$ cat src/rtl/conv_pkg.sv
package conv_pkg;
  typedef enum logic [1:0] {
    ST_CONV  = 2'd0,
    ST_SLEEP = 2'd1,
    ST_SHIFT = 2'd2
  } conv_state_e;
endpackage

$ cat src/rtl/conv_sync_edge.sv
// Multi-stage synchronizer followed by an edge-detect register.
// level is the delayed copy, so level and the edge pulses change together.
module conv_sync_edge #(
  parameter int   STAGES  = 2,
  parameter logic RST_VAL = 1'b1
) (
  input  logic clk,
  input  logic rst,
  input  logic din,
  output logic level,
  output logic rise,
  output logic fall
);
  logic [STAGES-1:0] chain;
  logic              prev;

  generate
    for (genvar g = 0; g < STAGES; g++) begin : g_stage
      if (g == 0) begin : g_first
        always_ff @(posedge clk) begin
          if (rst) chain[0] <= RST_VAL;
          else     chain[0] <= din;
        end
      end else begin : g_next
        always_ff @(posedge clk) begin
          if (rst) chain[g] <= RST_VAL;
          else     chain[g] <= chain[g-1];
        end
      end
    end
  endgenerate

  always_ff @(posedge clk) begin
    if (rst) prev <= RST_VAL;
    else     prev <= chain[STAGES-1];
  end

  assign level = prev;
  assign rise  = chain[STAGES-1] & ~prev;
  assign fall  = ~chain[STAGES-1] & prev;
endmodule

$ cat src/rtl/conv_timer.sv
// Conversion time model: counts while run is high and captures the word on the last cycle.
module conv_timer #(
  parameter int CONV_CYCLES = 2000,
  parameter int DATA_W      = 16
) (
  input  logic              clk,
  input  logic              rst,
  input  logic              run,
  input  logic [DATA_W-1:0] sample,
  output logic              done,
  output logic [DATA_W-1:0] result
);
  localparam int            CW   = (CONV_CYCLES > 1) ? $clog2(CONV_CYCLES) : 1;
  localparam logic [CW-1:0] LAST = CW'(CONV_CYCLES - 1);

  logic [CW-1:0] cnt;

  assign done = run && (cnt == LAST);

  always_ff @(posedge clk) begin
    if (rst || !run) cnt <= '0;
    else if (done)   cnt <= '0;
    else             cnt <= cnt + 1'b1;
  end

  always_ff @(posedge clk) begin
    if (rst)       result <= '0;
    else if (done) result <= sample;
  end
endmodule

$ cat src/rtl/conv_shifter.sv
// Parallel-load shift register, MSB presented first.
module conv_shifter #(
  parameter int DATA_W = 16
) (
  input  logic              clk,
  input  logic              rst,
  input  logic              load,
  input  logic              shift,
  input  logic [DATA_W-1:0] din,
  output logic              msb
);
  logic [DATA_W-1:0] sr;

  always_ff @(posedge clk) begin
    if (rst)        sr <= '0;
    else if (load)  sr <= din;
    else if (shift) sr <= {sr[DATA_W-2:0], 1'b0};
  end

  assign msb = sr[DATA_W-1];
endmodule

$ cat src/rtl/conv_serial_port.sv
module conv_serial_port
  import conv_pkg::*;
#(
  parameter int DATA_W      = 16,
  parameter int CONV_CYCLES = 2000,
  parameter int SYNC_STAGES = 2
) (
  input  logic              clk,
  input  logic              rst,
  input  logic              cs_n,
  input  logic              sclk,
  input  logic [DATA_W-1:0] conv_word,
  output logic              sdo,
  output logic              sdo_oe
);
  localparam int            RW      = $clog2(DATA_W + 1);
  localparam logic [RW-1:0] RD_FULL = RW'(DATA_W);

  logic cs_lvl, cs_rise, cs_fall;
  logic sck_lvl, sck_rise, sck_fall;

  conv_state_e       state_q, state_d;
  logic              hold_q, hold_d;     // status shown until the first falling clock edge
  logic [RW-1:0]     rd_q, rd_d;         // rising edges seen during readout
  logic              load_sr, shift_sr;
  logic              conv_done, sr_msb;
  logic [DATA_W-1:0] result;

  conv_sync_edge #(.STAGES(SYNC_STAGES), .RST_VAL(1'b1)) u_cs_sync (
    .clk(clk), .rst(rst), .din(cs_n),
    .level(cs_lvl), .rise(cs_rise), .fall(cs_fall)
  );

  conv_sync_edge #(.STAGES(SYNC_STAGES), .RST_VAL(1'b0)) u_sck_sync (
    .clk(clk), .rst(rst), .din(sclk),
    .level(sck_lvl), .rise(sck_rise), .fall(sck_fall)
  );

  conv_timer #(.CONV_CYCLES(CONV_CYCLES), .DATA_W(DATA_W)) u_timer (
    .clk(clk), .rst(rst), .run(state_q == ST_CONV),
    .sample(conv_word), .done(conv_done), .result(result)
  );

  conv_shifter #(.DATA_W(DATA_W)) u_shift (
    .clk(clk), .rst(rst), .load(load_sr), .shift(shift_sr),
    .din(result), .msb(sr_msb)
  );

  always_comb begin
    state_d  = state_q;
    hold_d   = hold_q;
    rd_d     = rd_q;
    load_sr  = 1'b0;
    shift_sr = 1'b0;
    case (state_q)
      ST_CONV: begin
        if (conv_done) state_d = ST_SLEEP;
      end
      ST_SLEEP: begin
        if (cs_fall) begin
          state_d = ST_SHIFT;
          hold_d  = sck_lvl;
          rd_d    = '0;
          load_sr = 1'b1;
        end else if (!cs_lvl && sck_fall) begin
          state_d = ST_SHIFT;
          hold_d  = 1'b0;
          rd_d    = '0;
          load_sr = 1'b1;
        end
      end
      ST_SHIFT: begin
        if (cs_rise) begin
          state_d = ST_CONV;
        end else begin
          if (sck_fall) begin
            if (rd_q == RD_FULL) state_d = ST_CONV;
            else if (hold_q)     hold_d = 1'b0;
            else                 shift_sr = 1'b1;
          end
          if (sck_rise && !hold_q && rd_q != RD_FULL) rd_d = rd_q + 1'b1;
        end
      end
      default: state_d = ST_CONV;
    endcase
  end

  always_ff @(posedge clk) begin
    if (rst) begin
      state_q <= ST_CONV;
      hold_q  <= 1'b0;
      rd_q    <= '0;
    end else begin
      state_q <= state_d;
      hold_q  <= hold_d;
      rd_q    <= rd_d;
    end
  end

  always_ff @(posedge clk) begin
    if (rst) begin
      sdo    <= 1'b0;
      sdo_oe <= 1'b0;
    end else begin
      sdo_oe <= !cs_lvl;
      case (state_q)
        ST_CONV:  sdo <= !cs_lvl;
        ST_SLEEP: sdo <= 1'b0;
        ST_SHIFT: sdo <= !cs_lvl && !hold_q && sr_msb;
        default:  sdo <= 1'b0;
      endcase
    end
  end
endmodule

$ cat config.mk
export PLATFORM = sky130hd
export DESIGN_NAME = conv_serial_port
export DESIGN_NICKNAME = d
export VERILOG_FILES = /design/src/rtl/conv_pkg.sv /design/src/rtl/conv_sync_edge.sv /design/src/rtl/conv_timer.sv /design/src/rtl/conv_shifter.sv /design/src/rtl/conv_serial_port.sv
export SDC_FILE = /design/constraint.sdc
export NUM_CORES = 1
export LEC_CHECK = 0
export BUFFER_PORTS_ARGS = -buffer_cell sky130_fd_sc_hd__buf_2
export CAP_MARGIN = 20
export CELL_PAD_IN_SITES_DETAIL_PLACEMENT = 1
export CELL_PAD_IN_SITES_GLOBAL_PLACEMENT = 2
export CORE_ASPECT_RATIO = 1.75
export CORE_MARGIN = 10
export CORE_UTILIZATION = 33
export CTS_BUF_LIST = sky130_fd_sc_hd__clkbuf_16
export CTS_CLUSTER_DIAMETER = 40
export CTS_CLUSTER_SIZE = 20
export DETAILED_ROUTE_END_ITERATION = 10
export HOLD_SLACK_MARGIN = 0.05
export PLACE_DENSITY = 0.86
export SYNTH_ARGS = -nofsm -noshare
export SYNTH_HDL_FRONTEND = slang
export SYNTH_SLANG_ARGS = --single-unit
$ cat constraint.sdc
create_clock -name clk -period 2.07 [get_ports clk]
set_clock_uncertainty 0.1 [all_clocks]
set_input_delay 0.414 -clock clk [delete_from_list [all_inputs] [get_ports clk]]
set_output_delay 0.414 -clock clk [all_outputs]
set_load 0.02 [all_outputs]
==> results.tsv <==
metric	value	unit
crit_fanout	16	
initial_utilization	34.0	%
synth_edf_count	0	
layout-drive-gt1-share	21.5	%
dieHeight	135	µm
p_total	2640	µW
synth_compound_area_share	10.6	%
max_cap_violations	0	
grt_pass1_vias	2124	
final-setup-viol-count	0	
fin_crit_sh	95.3	%
period_minus_slack	1.97	ns
internal_power	2090	µW
grt_pass1_wl	10.2	mm
p_comb_share	2.4	%
clk_latency	0.33	ns
clock-sinks	59	
worst-slew-pin-transition	0.415	ns
syn2layout_area_growth	22.4	%
antenna_found_initial	0	
synth_fa_ha_area_share	1.52	%
vdd_drop_max	0.615	mV
critical_path_class	flip-flop to flip-flop	
sequentialPowerShare	43.8	%
die_w	85.5	µm
drtIter0Drc	81	
ys_types	44	
ys_async_sr_fraction	0	%
slew-limit-headroom	71.6	%
worstPathArrival	2.08	ns
ys.flop_type	dfxtp_1	
seqCellArea	0.00118	mm²
yosysWarnings	0	
final_nets	320	
synthSimpleGateAreaFrac	25.3	%
worst_setup_path_start_kind	flip-flop	
hold_viol	0	
diodes	0	
cp_data_required_time	2.18	ns
synthMuxAreaShare	7.68	%
fp.dieArea	0.0115	mm²
fmax	507	MHz
ioPinCount	22	
grt.overflow.total	0	
clkPwrFrac	53.8	%
final_common_cell	dfxtp_1	
netlist_top_cells_area	dfxtp_1 (48%), mux2i_1 (7.7%), nor3_1 (6.3%), nor2_1 (5.3%), o22ai_2 (4.0%)	
clkSlewWorstSetupHoldPaths	0.05	ns
multi_input_area	0.00119	mm²
synthCells	265	
hold_buffers	0	
avgViaCountPerCell	5.22	
finalSetupTns	0	ns
wl	6.04	mm
antenna_left	0	
numCtsBuffers	9	
layout_common_cells	dfxtp_1 (58), nor2_1 (35), nor3_1 (31)	
drc_errors	0	
fp.coreArea	0.00728	mm²
cp_top_family	simple AND/OR/NAND/NOR gates	
syn_nets	288	
end_kind	flip-flop	
rows	41	
synth_top_area_share	47.7	%
globalplace.congestion	0.781	
max_stage_delay	0.50	ns
yosysSeqAreaShare	47.7	%
synth_area_leader_cell	dfxtp_1	
crit_buf_inv	2	
synth_top_family_by_area	simple AND/OR/NAND/NOR gates	
p_per_area	870	mW/mm²
vias	2027	
min_path_type	input port to flip-flop	
firstDrtPassIters	4	
grt_setup_unrepaired	no	
post_drt_wl_per_cell	15.6	µm
status	finished, final reports clean	
ys_ff_latch	59	
dp_hpwl	4.12	mm
htree_levels	3	
p_leak	0.00129	µW
path_cells	inv_1 > ha_1 > and4bb_2 > or4_1 > buf_6 > o22ai_1 > nor3_1	
synth_area	0.00248	mm²
clock_path_buffers	2	
cts_tree	built	
clockRootBuffer	clkbuf_16	
switching_share	20.9	%
maxSlewViolCount	0	
p_sw	551	µW
avgSynthCellArea	9.35	µm²
fill_cells	846	
grt_util_all_layers	10.9	%
grt_max_degree	24	
io_buffers	21	
cp_slowest_cell	or4_1	
synthXorXnorAreaFrac	3.18	%
layout make-up:
class | instances | area share, %
clock buffers | 9 | 7.43
clock inverters | 7 | 1.94
multi-input cells | 183 | 39.4
flip-flops and latches | 59 | 39.0
well taps | 86 | 3.55
repair buffers | 36 | 7.71
inverters | 8 | 0.990
final timing paths:
kind / from / endpoint / slack (ns) / cells past startpoint
worst min register to register: u_cs_sync.chain[0] / u_cs_sync.chain[1] / 0.32 / 1
worst min-delay path: cs_n / u_cs_sync.chain[0] / 0.17 / 2
worst max-delay path: rd_q[1] / u_shift.sr[10] / 0.1 / 7
worst max register to register: rd_q[1] / u_shift.sr[10] / 0.1 / 7
synthesized netlist by cell type, types with 5 or more instances:
cell type / n
xnor2_1: 6
nor3_1: 31
nor2b_1: 5
inv_1: 8
clkbuf_1: 7
o22ai_1: 7
buf_2: 6
mux2i_1: 19
nor2_1: 35
o22ai_2: 8
nand2_1: 10
nand3_1: 14
dfxtp_1: 59
registers in the layout, summed over array words and instances (netlist names):
| signal | cells |
|---|---|
| u_shift.sr | 16 |
| u_timer.result | 16 |
| u_timer.cnt | 11 |
| rd_q | 5 |
| state_q | 2 |
| u_cs_sync.chain | 2 |
| u_sck_sync.chain | 2 |
| hold_q | 1 |
| sdo | 1 |
| sdo_oe | 1 |
| u_cs_sync.level | 1 |
| u_sck_sync.level | 1 |
power groups by stage:
stage                     combinational (µW)  clock (µW)  sequential [µW]
after floorplan                         33.5           0             1180
after detailed placement                63.2           0             1180
after CTS                               63.6        1450             1160
final                                   62.1        1420             1160
after global placement                  62.2           0             1180
after global routing                    70.5        1520             1160
routing by layer:
layer	vias up	GRT usage [%]	wire [µm]
li1	1009	-	-
met1	986	11.0	2470
met2	24	19.4	3280
met3	8	3.19	163
met4	0	5.51	123
met5	-	0	0
cells by family after synthesis:
family | count (synthesis)
mux | 19
xor+xnor | 9
flops | 59
fa+ha+maj | 3
buf+inv | 23
compound gates | 31
simple gates | 121
what timing repair did:
action / in CTS / in global routing
gates resized for setup: 0 / 2
setup buffers: 0 / 0
endpoints found under the setup margin: 0 / 7
worst register-to-register path, stage by stage, from the launching register on:
cell      delay, ns
dfxtp_1        0.33
inv_1          0.05
ha_1           0.16
and4bb_2       0.27
or4_1          0.50
buf_6          0.19
o22ai_1        0.18
nor3_1         0.07
through the flow:
step	hold WS, ns	util [%]	instance area, µm²	setup WS (ns)	std cells
after global placement	0.301	37.7	2740	0.154	372
after detailed placement	0.314	37.7	2740	0.0936	372
after floorplan	0.289	-	2480	0.0719	265
final	0.167	41.6	3030	0.0977	388
after global routing	0.160	41.6	3030	0.0159	388
after CTS	0.159	41.6	3030	0.0825	388
Note: power is estimated with default switching activity, not from simulation.
